--- config.mk ---
export PLATFORM = sky130hd
export DESIGN_NAME = intsrc_ctrl
export DESIGN_NICKNAME = d
export VERILOG_FILES = /design/src/rtl/intsrc_pkg.sv /design/src/rtl/intsrc_detect.sv /design/src/rtl/intsrc_latch.sv /design/src/rtl/intsrc_regs.sv /design/src/rtl/intsrc_ctrl.sv
export SDC_FILE = /design/constraint.sdc
export NUM_CORES = 1
export LEC_CHECK = 0
export BUFFER_PORTS_ARGS = -buffer_cell sky130_fd_sc_hd__buf_2
export CORE_ASPECT_RATIO = 0.6
export CORE_MARGIN = 4
export CORE_UTILIZATION = 29
export DETAILED_ROUTE_END_ITERATION = 7
export GPL_TIMING_DRIVEN = 1
export SYNTH_ARGS = -nofsm -noshare
export SYNTH_HDL_FRONTEND = slang
export SYNTH_SLANG_ARGS = --single-unit
--- constraint.sdc ---
create_clock -name clk_i -period 1.5 [get_ports clk_i]
set_clock_uncertainty 0.2 [all_clocks]
set_input_delay 0.15 -clock clk_i [delete_from_list [all_inputs] [get_ports clk_i]]
set_output_delay 0.15 -clock clk_i [all_outputs]
set_load 0.005 [all_outputs]
--- src/rtl/intsrc_pkg.sv ---
package intsrc_pkg;
    // register offsets; the ordering is fixed by the register map
    localparam int unsigned OFS_MODE   = 0;
    localparam int unsigned OFS_POL    = 1;
    localparam int unsigned OFS_ENABLE = 2;
    localparam int unsigned OFS_STATUS = 3;
    localparam int unsigned OFS_CLEAR  = 4;

    // per-channel mode encoding
    localparam logic MODE_LEVEL = 1'b0;
    localparam logic MODE_EDGE  = 1'b1;
endpackage

--- src/rtl/intsrc_detect.sv ---
// Trigger detection: level or edge, either polarity, one lane per channel.
module intsrc_detect #(
    parameter int unsigned NCH = 8
) (
    input  logic           clk_i,
    input  logic           rst_ni,
    input  logic [NCH-1:0] src_i,
    input  logic [NCH-1:0] mode_i,
    input  logic [NCH-1:0] pol_i,
    output logic [NCH-1:0] trig_o
);
    import intsrc_pkg::*;

    logic [NCH-1:0] prev_d, prev_q;

    always_comb begin
        prev_d = src_i;
    end

    always_ff @(posedge clk_i) begin
        if (!rst_ni) prev_q <= '0;
        else         prev_q <= prev_d;
    end

    for (genvar g = 0; g < NCH; g++) begin : g_lane
        logic lvl_hit, edge_hit;
        // level: input equals the polarity bit
        assign lvl_hit  = (src_i[g] == pol_i[g]);
        // edge: input moved into the polarity value since the last sample
        assign edge_hit = (src_i[g] == pol_i[g]) && (prev_q[g] != pol_i[g]);
        assign trig_o[g] = (mode_i[g] == MODE_EDGE) ? edge_hit : lvl_hit;
    end
endmodule

--- src/rtl/intsrc_latch.sv ---
// Private capture flag, sticky status and notification pulse per channel.
module intsrc_latch #(
    parameter int unsigned NCH = 8
) (
    input  logic           clk_i,
    input  logic           rst_ni,
    input  logic [NCH-1:0] trig_i,
    input  logic [NCH-1:0] clr_i,
    input  logic [NCH-1:0] en_nxt_i,
    output logic [NCH-1:0] status_o,
    output logic [NCH-1:0] notify_o
);
    typedef struct packed {
        logic [NCH-1:0] cap;
        logic [NCH-1:0] sta;
        logic [NCH-1:0] ntf;
    } lat_t;

    lat_t st_d, st_q;

    always_comb begin
        // a trigger in the same cycle as a clear wins
        st_d.cap = (st_q.cap & ~clr_i) | trig_i;
        // status follows the capture flag whenever the next enable is set;
        // this makes a held event visible on the enable write itself
        st_d.sta = (st_q.sta & ~clr_i) | (en_nxt_i & st_d.cap);
        st_d.ntf = st_d.sta & ~st_q.sta;
    end

    always_ff @(posedge clk_i) begin
        if (!rst_ni) st_q <= '0;
        else         st_q <= st_d;
    end

    assign status_o = st_q.sta;
    assign notify_o = st_q.ntf;
endmodule

--- src/rtl/intsrc_regs.sv ---
// Host register file: mode, polarity, enable, status readback, clear strobe.
module intsrc_regs #(
    parameter int unsigned NCH = 8,
    parameter int unsigned AW  = 3
) (
    input  logic           clk_i,
    input  logic           rst_ni,
    input  logic [AW-1:0]  addr_i,
    input  logic [NCH-1:0] wdata_i,
    input  logic           we_i,
    input  logic [NCH-1:0] status_i,
    output logic [NCH-1:0] mode_o,
    output logic [NCH-1:0] pol_o,
    output logic [NCH-1:0] en_q_o,
    output logic [NCH-1:0] en_d_o,
    output logic [NCH-1:0] clr_o,
    output logic [NCH-1:0] rdata_o
);
    import intsrc_pkg::*;

    localparam logic [AW-1:0] A_MODE = AW'(OFS_MODE);
    localparam logic [AW-1:0] A_POL  = AW'(OFS_POL);
    localparam logic [AW-1:0] A_EN   = AW'(OFS_ENABLE);
    localparam logic [AW-1:0] A_STA  = AW'(OFS_STATUS);
    localparam logic [AW-1:0] A_CLR  = AW'(OFS_CLEAR);

    typedef struct packed {
        logic [NCH-1:0] mode;
        logic [NCH-1:0] pol;
        logic [NCH-1:0] en;
    } cfg_t;

    cfg_t cfg_d, cfg_q;

    always_comb begin
        cfg_d = cfg_q;
        clr_o = '0;
        if (we_i) begin
            unique case (addr_i)
                A_MODE:  cfg_d.mode = wdata_i;
                A_POL:   cfg_d.pol  = wdata_i;
                A_EN:    cfg_d.en   = wdata_i;
                A_CLR:   clr_o      = wdata_i;
                default: ;
            endcase
        end
    end

    always_comb begin
        unique case (addr_i)
            A_MODE:  rdata_o = cfg_q.mode;
            A_POL:   rdata_o = cfg_q.pol;
            A_EN:    rdata_o = cfg_q.en;
            A_STA:   rdata_o = status_i;
            default: rdata_o = '0;
        endcase
    end

    always_ff @(posedge clk_i) begin
        if (!rst_ni) cfg_q <= '0;
        else         cfg_q <= cfg_d;
    end

    assign mode_o = cfg_q.mode;
    assign pol_o  = cfg_q.pol;
    assign en_q_o = cfg_q.en;
    assign en_d_o = cfg_d.en;
endmodule

--- src/rtl/intsrc_ctrl.sv ---
module intsrc_ctrl #(
    parameter int unsigned NCH = 8,
    parameter int unsigned AW  = 3
) (
    input  logic           clk_i,
    input  logic           rst_ni,
    input  logic [NCH-1:0] src_i,
    input  logic [AW-1:0]  bus_addr_i,
    input  logic [NCH-1:0] bus_wdata_i,
    input  logic           bus_we_i,
    output logic [NCH-1:0] bus_rdata_o,
    output logic [NCH-1:0] notify_o
);
    logic [NCH-1:0] mode, pol, en_q, en_d, clr_mask, trig, status;

    intsrc_regs #(.NCH(NCH), .AW(AW)) u_regs (
        .clk_i    (clk_i),
        .rst_ni   (rst_ni),
        .addr_i   (bus_addr_i),
        .wdata_i  (bus_wdata_i),
        .we_i     (bus_we_i),
        .status_i (status),
        .mode_o   (mode),
        .pol_o    (pol),
        .en_q_o   (en_q),
        .en_d_o   (en_d),
        .clr_o    (clr_mask),
        .rdata_o  (bus_rdata_o)
    );

    intsrc_detect #(.NCH(NCH)) u_detect (
        .clk_i  (clk_i),
        .rst_ni (rst_ni),
        .src_i  (src_i),
        .mode_i (mode),
        .pol_i  (pol),
        .trig_o (trig)
    );

    intsrc_latch #(.NCH(NCH)) u_latch (
        .clk_i    (clk_i),
        .rst_ni   (rst_ni),
        .trig_i   (trig),
        .clr_i    (clr_mask),
        .en_nxt_i (en_d),
        .status_o (status),
        .notify_o (notify_o)
    );
endmodule

==> flow_metrics.env <==
export IMPL_path_class="flop to primary output"
export IMPL_port_buffers=37
export IMPL_clk_pin_slew_ps=70
export IMPL_cts_max_level=2
export IMPL_avgSynthCellArea_um2=10.5
export IMPL_crit_fanout=2
export IMPL_synth_xor_area_share_pct=5.35
export IMPL_finish_instance_area_um2=3490
export IMPL_worstReg2RegStart="u_regs.pol_o[4]"
export IMPL_grt_use_total_pct=12.7
export IMPL_max_clock_freq_mhz=586
export IMPL_root_buffer="clkbuf_16"
export IMPL_first_pass_iters=4
export IMPL_fin_hold_ws_ps=133
export IMPL_r2r_end="u_latch.status_o[4]"
export IMPL_slew_headroom_pct=72.5
export IMPL_leakage_nw=1.56
export IMPL_crit_start="u_latch.status_o[7]"
export IMPL_drcViolationCount=0
export IMPL_worst_pin_slew_ps=412
export IMPL_layout_common_cells="41 x dfxtp_1, 40 x nand2_1, 37 x buf_4, 36 x buf_2"
export IMPL_cp_endpoint="bus_rdata_o[7]"
export IMPL_wl_per_cell_um=13.9
export IMPL_start_kind="flop"
export IMPL_layout_nets=352
export IMPL_setup_violations=8
export IMPL_dieArea_um2=10700
export IMPL_synth_edf_count=0
export IMPL_viasPerCell=4.51
export IMPL_cts_buffers=5
export IMPL_fin_ws_ps=-205
export IMPL_grt_pass1_wl_mm=10.4
export IMPL_drt_iter0_markers=94
export IMPL_place_area_um2=3040
export IMPL_critPathMaxStageDelay_ps=470
export IMPL_area_growth_pct=33.3
export IMPL_final_antenna_net_count=0
export IMPL_synth_flop_cell="dfxtp_1"
export IMPL_rsz0062_at_grt="yes"
export IMPL_overflow=0
export IMPL_fin_crit_sh_pct=114
export IMPL_synth_area_um2=2620
export IMPL_hp_start="rst_ni"
export IMPL_synth_compound_area_share_pct=11.5
export IMPL_required_ps=1150
export IMPL_drv_slew=0
export IMPL_yosys_area_share_simple_pct=22.3
export IMPL_vias=1996
export IMPL_fin_crit_ps=1710
export IMPL_synth_top_family_by_area="simple AND/OR/NAND/NOR gates"
export IMPL_muxShareOfSynthArea_pct=11.6
export IMPL_cts_tree="done"
export IMPL_rows=26
export IMPL_tns_ps=-1480
export IMPL_n_antenna_cell=0
export IMPL_die_h_um=81.6
export IMPL_cts_max_path_buffers=2
export IMPL_antenna_found_initial=0
export IMPL_initial_utilization_pct=30.3
export IMPL_final_util_pct=40.4
export IMPL_cp_arrival_ps=1360
export IMPL_final_common_cell="dfxtp_1"
export IMPL_cpMaxStageDelayCell="mux4_2"
export IMPL_status="complete, but fails checks"
export IMPL_hold_depth=4
export IMPL_fp_dieW_um=131
export IMPL_async_reset_ff_share_pct=0
export IMPL_clock_sinks=56
export IMPL_ys_ff_latch=56
export IMPL_fillCellCount=873
export IMPL_finalHoldViolCount=0
export IMPL_synth_warnings=0
export IMPL_worstHoldPathType="primary input to flop"
export IMPL_grt_max_degree=49
export IMPL_synth_cell_types=26
export IMPL_drive_gt1_share_pct=45.9
export IMPL_syn_inst=250
export IMPL_drv_cap=0
export IMPL_failed_checks="setup timing"
export IMPL_dp_hpwl_mm=4.48
export IMPL_syn_nets=272
export IMPL_wl_mm=6.15
export IMPL_yosysSeqAreaShare_pct=42.8
export IMPL_core_area_um2=8650
export IMPL_synthAdderAreaFrac_pct=0
export IMPL_first_global_vias=2027
export IMPL_regToRegSetupSlack_ps=200
export IMPL_crit_chain="mux4_2, nor2b_4, buf_6"
export IMPL_finalWeightedCongestion=0.743
export IMPL_ff2ff_path_depth=5
export IMPL_clock_latency_ps=300
export IMPL_io_pins=38
export IMPL_critPathCaptureType="primary output"
export IMPL_worst_ir_drop_vdd_mv=0.432
export IMPL_power_density_nw_per_um2=943
power breakdown:
group,switching [W],leakage (nW),internal [W]
Sequential,0.0000249,0.465,0.00154
Clock,0.000557,0.0798,0.000786
Combinational,0.000186,1.02,0.000199
Total,0.000768,1.56,0.00253
worst max-delay path: cells and delay by family (launching register included):
kind	cells	cell delay, ps
mux	1	470
flops	1	330
simple gates	1	150
buf+inv	1	110
worst min-delay path by stage:
| stage | slack, ps | to |
|---|---|---|
| after floorplan | 70 | u_detect.prev_q[0] |
| after global placement | 180 | u_detect.prev_q[0] |
| after detailed placement | 180 | u_detect.prev_q[0] |
| after CTS | 130 | u_regs.en_q_o[5] |
| after global routing | 160 | u_latch.notify_o[3] |
| final | 130 | u_regs.en_q_o[3] |
flip-flops by register name (all words and copies together) (netlist names):
name / flops
u_regs.en_q_o: 8
u_regs.mode_o: 8
u_latch.status_o: 8
u_latch.notify_o: 8
u_regs.pol_o: 8
u_latch.st_q: 8
u_detect.prev_q: 8
metrics by stage:
stage / instances / setup WS [ps] / power [W]
2_1_floorplan: 250 / 191 / 0.00182
3_3_place_gp: 408 / -153 / 0.00193
3_5_place_dp: 408 / -179 / 0.00194
4_1_cts: 442 / -216 / 0.00333
5_1_grt: 443 / -239 / 0.00342
6_report: 443 / -205 / 0.00329
layout make-up:
cell class | instances | area (um^2) | area share [%]
clock inverters | 3 | 42.5 | 1.22
inverters | 8 | 30.0 | 0.860
well taps | 112 | 140 | 4.01
flip-flops and latches | 56 | 1140 | 32.6
clock buffers | 5 | 125 | 3.58
repair buffers | 92 | 669 | 19.2
multi-input cells | 167 | 1350 | 38.5
cells in the mapped netlist (9+ instances only):
| cell type | count | area share (%) |
|---|---|---|
| a21boi_1 | 16 | 4.6 |
| dfxtp_1 | 56 | 43 |
| nor2b_1 | 16 | 3.8 |
| nand2_1 | 40 | 5.7 |
| buf_4 | 10 | 2.9 |
| nand3_1 | 9 | 1.7 |
logic make-up after synthesis:
logic type / count (synthesis)
AOI/OAI and AO/OA: 40
xor gates and xnor gates: 16
buffers and inverters: 27
DFF: 56
muxes: 16
and+or+nand+nor: 95
routing by layer:
layer	wire length, um	track usage, %
met1	3190	18.4
met2	2610	18.7
met3	294	3.38
met4	56	3.08
met5	0	0
what timing repair did:
| action | CTS | global route |
|---|---|---|
| hold buffers | 16 | 0 |
| setup buffers | 10 | 1 |
| setup endpoints to repair | 8 | 8 |
| hold endpoints to repair | 24 | 0 |
| gates resized for setup | 21 | 2 |
(Power assumes the default switching activity.)
